==> src/rtl/prescale_stage.sv <==
module prescale_stage #(
  parameter int CNT_W = 3
) (
  input  logic clk,
  input  logic rst,
  input  logic evt_in,
  output logic sq_out,
  output logic evt_out
);

  logic [CNT_W-1:0] cnt;
  logic             wrap;

  // Overflow: the last event of a full count.
  assign wrap    = evt_in && (cnt == {CNT_W{1'b1}});
  // A rising square wave is this stage's event for the next stage.
  assign evt_out = wrap && !sq_out;

  always_ff @(posedge clk) begin
    if (rst) begin
      cnt    <= '0;
      sq_out <= 1'b0;
    end else begin
      if (evt_in) cnt <= cnt + 1'b1;
      if (wrap)   sq_out <= ~sq_out;
    end
  end

endmodule

==> src/rtl/ratio_mux.sv <==
module ratio_mux #(
  parameter int N     = 4,
  parameter int SEL_W = 2
) (
  input  logic [N-1:0]     taps,
  input  logic [SEL_W-1:0] sel,
  output logic             y
);

  always_comb begin
    y = 1'b0;
    for (int i = 0; i < N; i++) begin
      if (sel == SEL_W'(i)) y = taps[i];
    end
  end

endmodule

==> src/rtl/ref_glue.sv <==
module ref_glue (
  input  logic meas_in,
  input  logic ref_in,
  input  logic aux_en,
  output logic pd_out,
  output logic aux_out
);

  assign pd_out  = meas_in ^ ref_in;
  assign aux_out = aux_en & ref_in;

endmodule

==> src/rtl/prescaler_glue.sv <==
module prescaler_glue #(
  parameter int STAGES = 3,
  parameter int CNT_W  = 3,
  parameter int SEL_W  = $clog2(STAGES + 1)
) (
  input  logic             clk,
  input  logic             rst,
  input  logic             meas_in,
  input  logic             ref_in,
  input  logic             aux_en,
  input  logic [SEL_W-1:0] sel,
  output logic             pd_out,
  output logic             aux_out,
  output logic             tmr_out
);

  localparam int TAPS = STAGES + 1;

  // evt[k]: one-cycle pulse on a rise of taps[k]; taps[k]: square wave at ratio 16**k.
  logic [STAGES:0] evt;
  logic [STAGES:0] taps;
  logic            meas_q;

  always_ff @(posedge clk) begin
    if (rst) meas_q <= 1'b0;
    else     meas_q <= meas_in;
  end

  assign evt[0]  = meas_in && !meas_q;
  assign taps[0] = meas_q;

  for (genvar g = 0; g < STAGES; g++) begin : g_stage
    prescale_stage #(.CNT_W(CNT_W)) u_stage (
      .clk    (clk),
      .rst    (rst),
      .evt_in (evt[g]),
      .sq_out (taps[g+1]),
      .evt_out(evt[g+1])
    );
  end

  ratio_mux #(.N(TAPS), .SEL_W(SEL_W)) u_mux (
    .taps(taps),
    .sel (sel),
    .y   (tmr_out)
  );

  ref_glue u_glue (
    .meas_in(meas_in),
    .ref_in (ref_in),
    .aux_en (aux_en),
    .pd_out (pd_out),
    .aux_out(aux_out)
  );

endmodule

==> config.mk <==
export PLATFORM = sky130hd
export DESIGN_NAME = prescaler_glue
export DESIGN_NICKNAME = d
export VERILOG_FILES = /design/src/rtl/prescale_stage.sv /design/src/rtl/ratio_mux.sv /design/src/rtl/ref_glue.sv /design/src/rtl/prescaler_glue.sv
export SDC_FILE = /design/constraint.sdc
export NUM_CORES = 1
export LEC_CHECK = 0
export BUFFER_PORTS_ARGS = -buffer_cell sky130_fd_sc_hd__buf_2
export CORE_AREA = 2 2 52 54
export DETAILED_ROUTE_END_ITERATION = 16
export DIE_AREA = 0 0 54 56
export MAX_ROUTING_LAYER = met4
export PLACE_DENSITY = 0.43
export REMOVE_ABC_BUFFERS = 1
export SLEW_MARGIN = 20
export SYNTH_ARGS = -nofsm -noshare
export SYNTH_HDL_FRONTEND = slang
export SYNTH_HIERARCHICAL = 1
export SYNTH_SLANG_ARGS = --single-unit
==> constraint.sdc <==
create_clock -name clk -period 2.05 [get_ports clk]
set_input_delay 0.41 -clock clk [delete_from_list [all_inputs] [get_ports clk]]
set_output_delay 0.41 -clock clk [all_outputs]
set_load 0.005 [all_outputs]
* Word-level counts from Yosys, hierarchy flattened
Index checks and enable logic that the tools add are counted.
** Storage, ports and cells
- Flip-flop bits (word level) :: 13
- Input bits :: 7
- Output and inout port bits :: 3
- Logic and storage cells :: 35
** Cells by class
- Add/sub/neg operators :: 3
- Equality and inequality tests :: 6
- Mux-type cells :: 4
- Bitwise operators :: 5
- Reduce and logical (&&, ||, !) cells :: 10
** Operator list (count)
- $add 3x1->3 const B :: 3
- $eq 3x3->1 const B :: 3
- $logic_and 1x1->1 :: 6
- $eq 2x2->1 const B :: 2
- $mux 1 :: 4
- $logic_not 1->1 :: 3
- $not 1->1 :: 3
- $eq 2x1->1 const B :: 1
- $logic_not 2->1 :: 1
- $and 1x1->1 :: 1
- $xor 1x1->1 :: 1

* Longest topological paths before layout
- Word-level depth :: 7
- Mapped depth :: 8
- Depth with buffers taken out :: 8

* Hierarchy
Netlist, hierarchy kept.
** By module, submodules not included
- prescale_stage :: instances 3, cells an instance 17, area an instance 181.4 um^2, sequential area each 80.1 um^2
- prescaler_glue :: instances 1, cells an instance 3, area an instance 47.5 um^2, sequential area each 20.0 um^2
- ratio_mux :: instances 1, cells an instance 1, area an instance 22.5 um^2, sequential area each 0.0 um^2
- ref_glue :: instances 1, cells an instance 2, area an instance 16.3 um^2, sequential area each 0.0 um^2

* Worst setup path after synthesis
OpenSTA, ideal clock, no wires.
- Kind :: reg-to-reg
- Start point :: register g_stage[0].u_stage.cnt[0]
- End point :: register g_stage[2].u_stage.sq_out
- Arrival :: 1740 ps
- Data required time :: 1929 ps
- Slack :: 189 ps
- Stages on the path, launching flop included :: 9
- Cells stage by stage :: dfxtp_1 ha_1 ha_1 nand2_2 nor2_1 nand2_2 nor2_1 nand2_2 mux2_4
** Between the ends
- Word-level cells in the longest chain between the ends :: 6
** RTL lines
- start, declared :: line prescale_stage.sv:11 : logic [CNT_W-1:0] cnt;
- start signal, assigned :: line prescale_stage.sv:24 : if (evt_in) cnt <= cnt + 1'b1;
- $eq 3x3->1 :: line prescale_stage.sv:15 : assign wrap = evt_in && (cnt == {CNT_W{1'b1}});
- $logic_and 1x1->1 :: line prescale_stage.sv:15
- $logic_and 1x1->1 :: line prescale_stage.sv:17 : assign evt_out = wrap && !sq_out;
- named net evt[1] :: line prescaler_glue.sv:20 : logic [STAGES:0] evt;
- $logic_and 1x1->1 :: line prescale_stage.sv:15
- $logic_and 1x1->1 :: line prescale_stage.sv:17
- named net evt[2] :: line prescaler_glue.sv:20
- $logic_and 1x1->1 :: line prescale_stage.sv:15
- end signal, assigned :: line prescale_stage.sv:25 : if (wrap) sq_out <= ~sq_out;
- end, declared :: line prescale_stage.sv:7 : output logic sq_out,
The timed path passes the listed nets, and every way through them passes these cells.
A chain may end at the register's enable or synchronous reset.

* Final worst setup path
- Start point :: register g_stage[0].u_stage.cnt[0]
- End point :: register g_stage[2].u_stage.cnt[1]
** Between the ends
- Word-level cells in the longest chain between the ends :: 5
** RTL lines (line)
- $eq 3x3->1 :: prescale_stage.sv:15
- $logic_and 1x1->1 :: prescale_stage.sv:15
- $logic_and 1x1->1 :: prescale_stage.sv:17
- named net evt[1] :: prescaler_glue.sv:20
- $logic_and 1x1->1 :: prescale_stage.sv:15
- $logic_and 1x1->1 :: prescale_stage.sv:17
- named net evt[2] :: prescaler_glue.sv:20
- end signal, assigned :: prescale_stage.sv:24
- end, declared :: prescale_stage.sv:11
The timed path passes the listed nets, and every way through them passes these cells.

==> impl_metrics.env <==
export IMPL_dr_first_iter_drc_count=0
export IMPL_drc=0
export IMPL_max_cap_viol_count=0
export IMPL_root_buffer="clkbuf_4"
export IMPL_worstSetupPathType="register to register"
export IMPL_syn_avg_cell_area_sq_um=11.19
export IMPL_routed_wl_mm=1.046
export IMPL_rows=18
export IMPL_rsz0062_at_grt="no"
export IMPL_syn_area_sq_um=626.9
export IMPL_drv_slew=0
export IMPL_ios=10
export IMPL_worstSkewPairLatency_ns=0.27
export IMPL_ys_warn_count=6
export IMPL_total_power_uw=456.9
export IMPL_synthCells=56
export IMPL_ant_nets=0
export IMPL_cts_tree="built"
export IMPL_reg2reg_depth=9
export IMPL_finClkSkew_ns=0.0004076
export IMPL_post_cts_setup_buffers=0
export IMPL_setup_tns_ns=0
export IMPL_relSlewSlack_pct=80.35
export IMPL_htreeDepth=1
export IMPL_tightest_slew_ns=0.2947
export IMPL_cts_buffers=3
export IMPL_dr_pass1_iters=1
export IMPL_status="complete, no violations"
export IMPL_ir_worst_vdd_mv=0.1894
export IMPL_fmax_mhz=604.9
export IMPL_postLayoutCellArea_sq_um=750.7
export IMPL_timing_final_crit_share_pct=80.65
export IMPL_clock_sinks=13
export IMPL_fp_coreArea_sq_um=2432
export IMPL_r2r_end="g_stage[2].u_stage/cnt[1]"
export IMPL_hold_buffers=0
export IMPL_crit_path_start="g_stage[0].u_stage/cnt[0]"
export IMPL_crit_required_ns=2.21
export IMPL_r2r_slack_ns=0.40
export IMPL_clock_path_buffers=2
export IMPL_setup_viol=0
export IMPL_routedWlPerCell_um=10.36
export IMPL_hold_viol_final=0
export IMPL_powerDensity_nw_per_um2=608.7
export IMPL_grt_pass1_vias=470
export IMPL_drive_gt1_share_pct=33.80
export IMPL_io_buffers=9
export IMPL_initial_core_util_pct=25.77
export IMPL_worstPathMaxFanout=3
export IMPL_hpwl_um=794.3
export IMPL_gp_congestion=0.6492
export IMPL_syn_to_final_growth_pct=19.76
export IMPL_worstSetupEndpoint="g_stage[2].u_stage/cnt[1]"
export IMPL_gr_total_overflow=0
export IMPL_path_clk_slew_ns=0.08
export IMPL_route_vias_total=425
export IMPL_die_area_sq_um=3024
export IMPL_finalCriticalPeriod_ns=1.653
export IMPL_finalNetCount=85
export IMPL_grt_max_degree=17
export IMPL_die_height_um=56
export IMPL_avgViaCountPerCell=4.208
export IMPL_cp_end_kind="register"
export IMPL_n_antenna_cell=0
export IMPL_post_place_ws_ns=0.2961
export IMPL_timing_final_ws_setup_ns=0.3968
export IMPL_die_x_um=54
export IMPL_ctsResizeCount=0
export IMPL_antenna_found_initial=0
export IMPL_critPathArrivalTime_ns=1.81
export IMPL_start_kind="register"
export IMPL_placed_area_sq_um=724.4
export IMPL_reg2reg_from="g_stage[0].u_stage/cnt[0]"
export IMPL_min_path_type="primary input to register"
export IMPL_grt_use_total_pct=9.185
export IMPL_grt_pass1_wl_mm=1.911
export IMPL_cellLeakagePower_nw=0.3660
registers in the layout, summed over array words and instances (netlist names):
| register | cells |
|---|---|
| meas_q | 1 |
| g_stage.u_stage/sq_out | 3 |
| g_stage.u_stage/cnt | 9 |
final cells by class:
class	instances	area [sq um]
multi-input cells	43	366.6
flip-flops and latches	13	260.3
well taps	30	37.54
repair buffers	11	60.06
fillers	268	1682
clock buffers	4	26.28
metal layers:
layer  vias to the layer above  global-route usage (%)  part of all wire, %
li1                        218                       -                    -
met1                       195                   8.306                   38
met2                        10                   15.85                   55
met3                         2                   1.613                  4.9
met4                         0                   7.500                  2.6
met5                         -                       -                    0
cell usage in the layout, fill, tap and decap left out:
master    instances
xor2_1            1
buf_2             9
nor2b_4           2
clkbuf_1          1
nand2_2           3
mux4_2            1
ha_1              6
mux2i_1           6
nor2_1           14
dfxtp_1          13
mux2_4            3
buf_4             2
and2_2            1
clkbuf_4          3
xnor2_1           3
and2b_1           3
worst min path at each step:
stage / start / end / slack [ns] / cells past startpoint
floorplan: g_stage[0].u_stage/cnt[1] / g_stage[0].u_stage/cnt[1] / 0.46 / 2
global placement: g_stage[1].u_stage/cnt[2] / g_stage[1].u_stage/cnt[2] / 0.48 / 2
detailed placement: g_stage[1].u_stage/cnt[1] / g_stage[1].u_stage/cnt[1] / 0.49 / 2
CTS: meas_in / meas_q / 0.38 / 2
global route: meas_in / meas_q / 0.39 / 2
finish: meas_in / meas_q / 0.39 / 2
per-stage QoR:
stage          util (%)  hold WS [ns]  cells
2_1_floorplan         -        0.4646     56
3_3_place_gp      29.78        0.4799     97
3_5_place_dp      29.78        0.4908     97
4_1_cts           30.86        0.3753    101
5_1_grt           30.86        0.3926    101
6_report          30.86        0.3916    101
critical path, cell delays in order (launching register included):
cell     delay, ns
dfxtp_1       0.36
ha_1          0.16
ha_1          0.15
nand2_2       0.07
nor2_1        0.17
nand2_2       0.09
nor2_1        0.16
buf_4         0.16
mux2i_1       0.17
nor2_1        0.05
power by group:
group | leakage (nW) | total (mW) | switching (mW) | internal (mW)
logic | 0.246 | 0.0359 | 0.0162 | 0.0197
registers | 0.105 | 0.261 | 0.00336 | 0.257
clock network | 0.0150 | 0.160 | 0.0851 | 0.0753
Power figures use the tool's default switching activity.
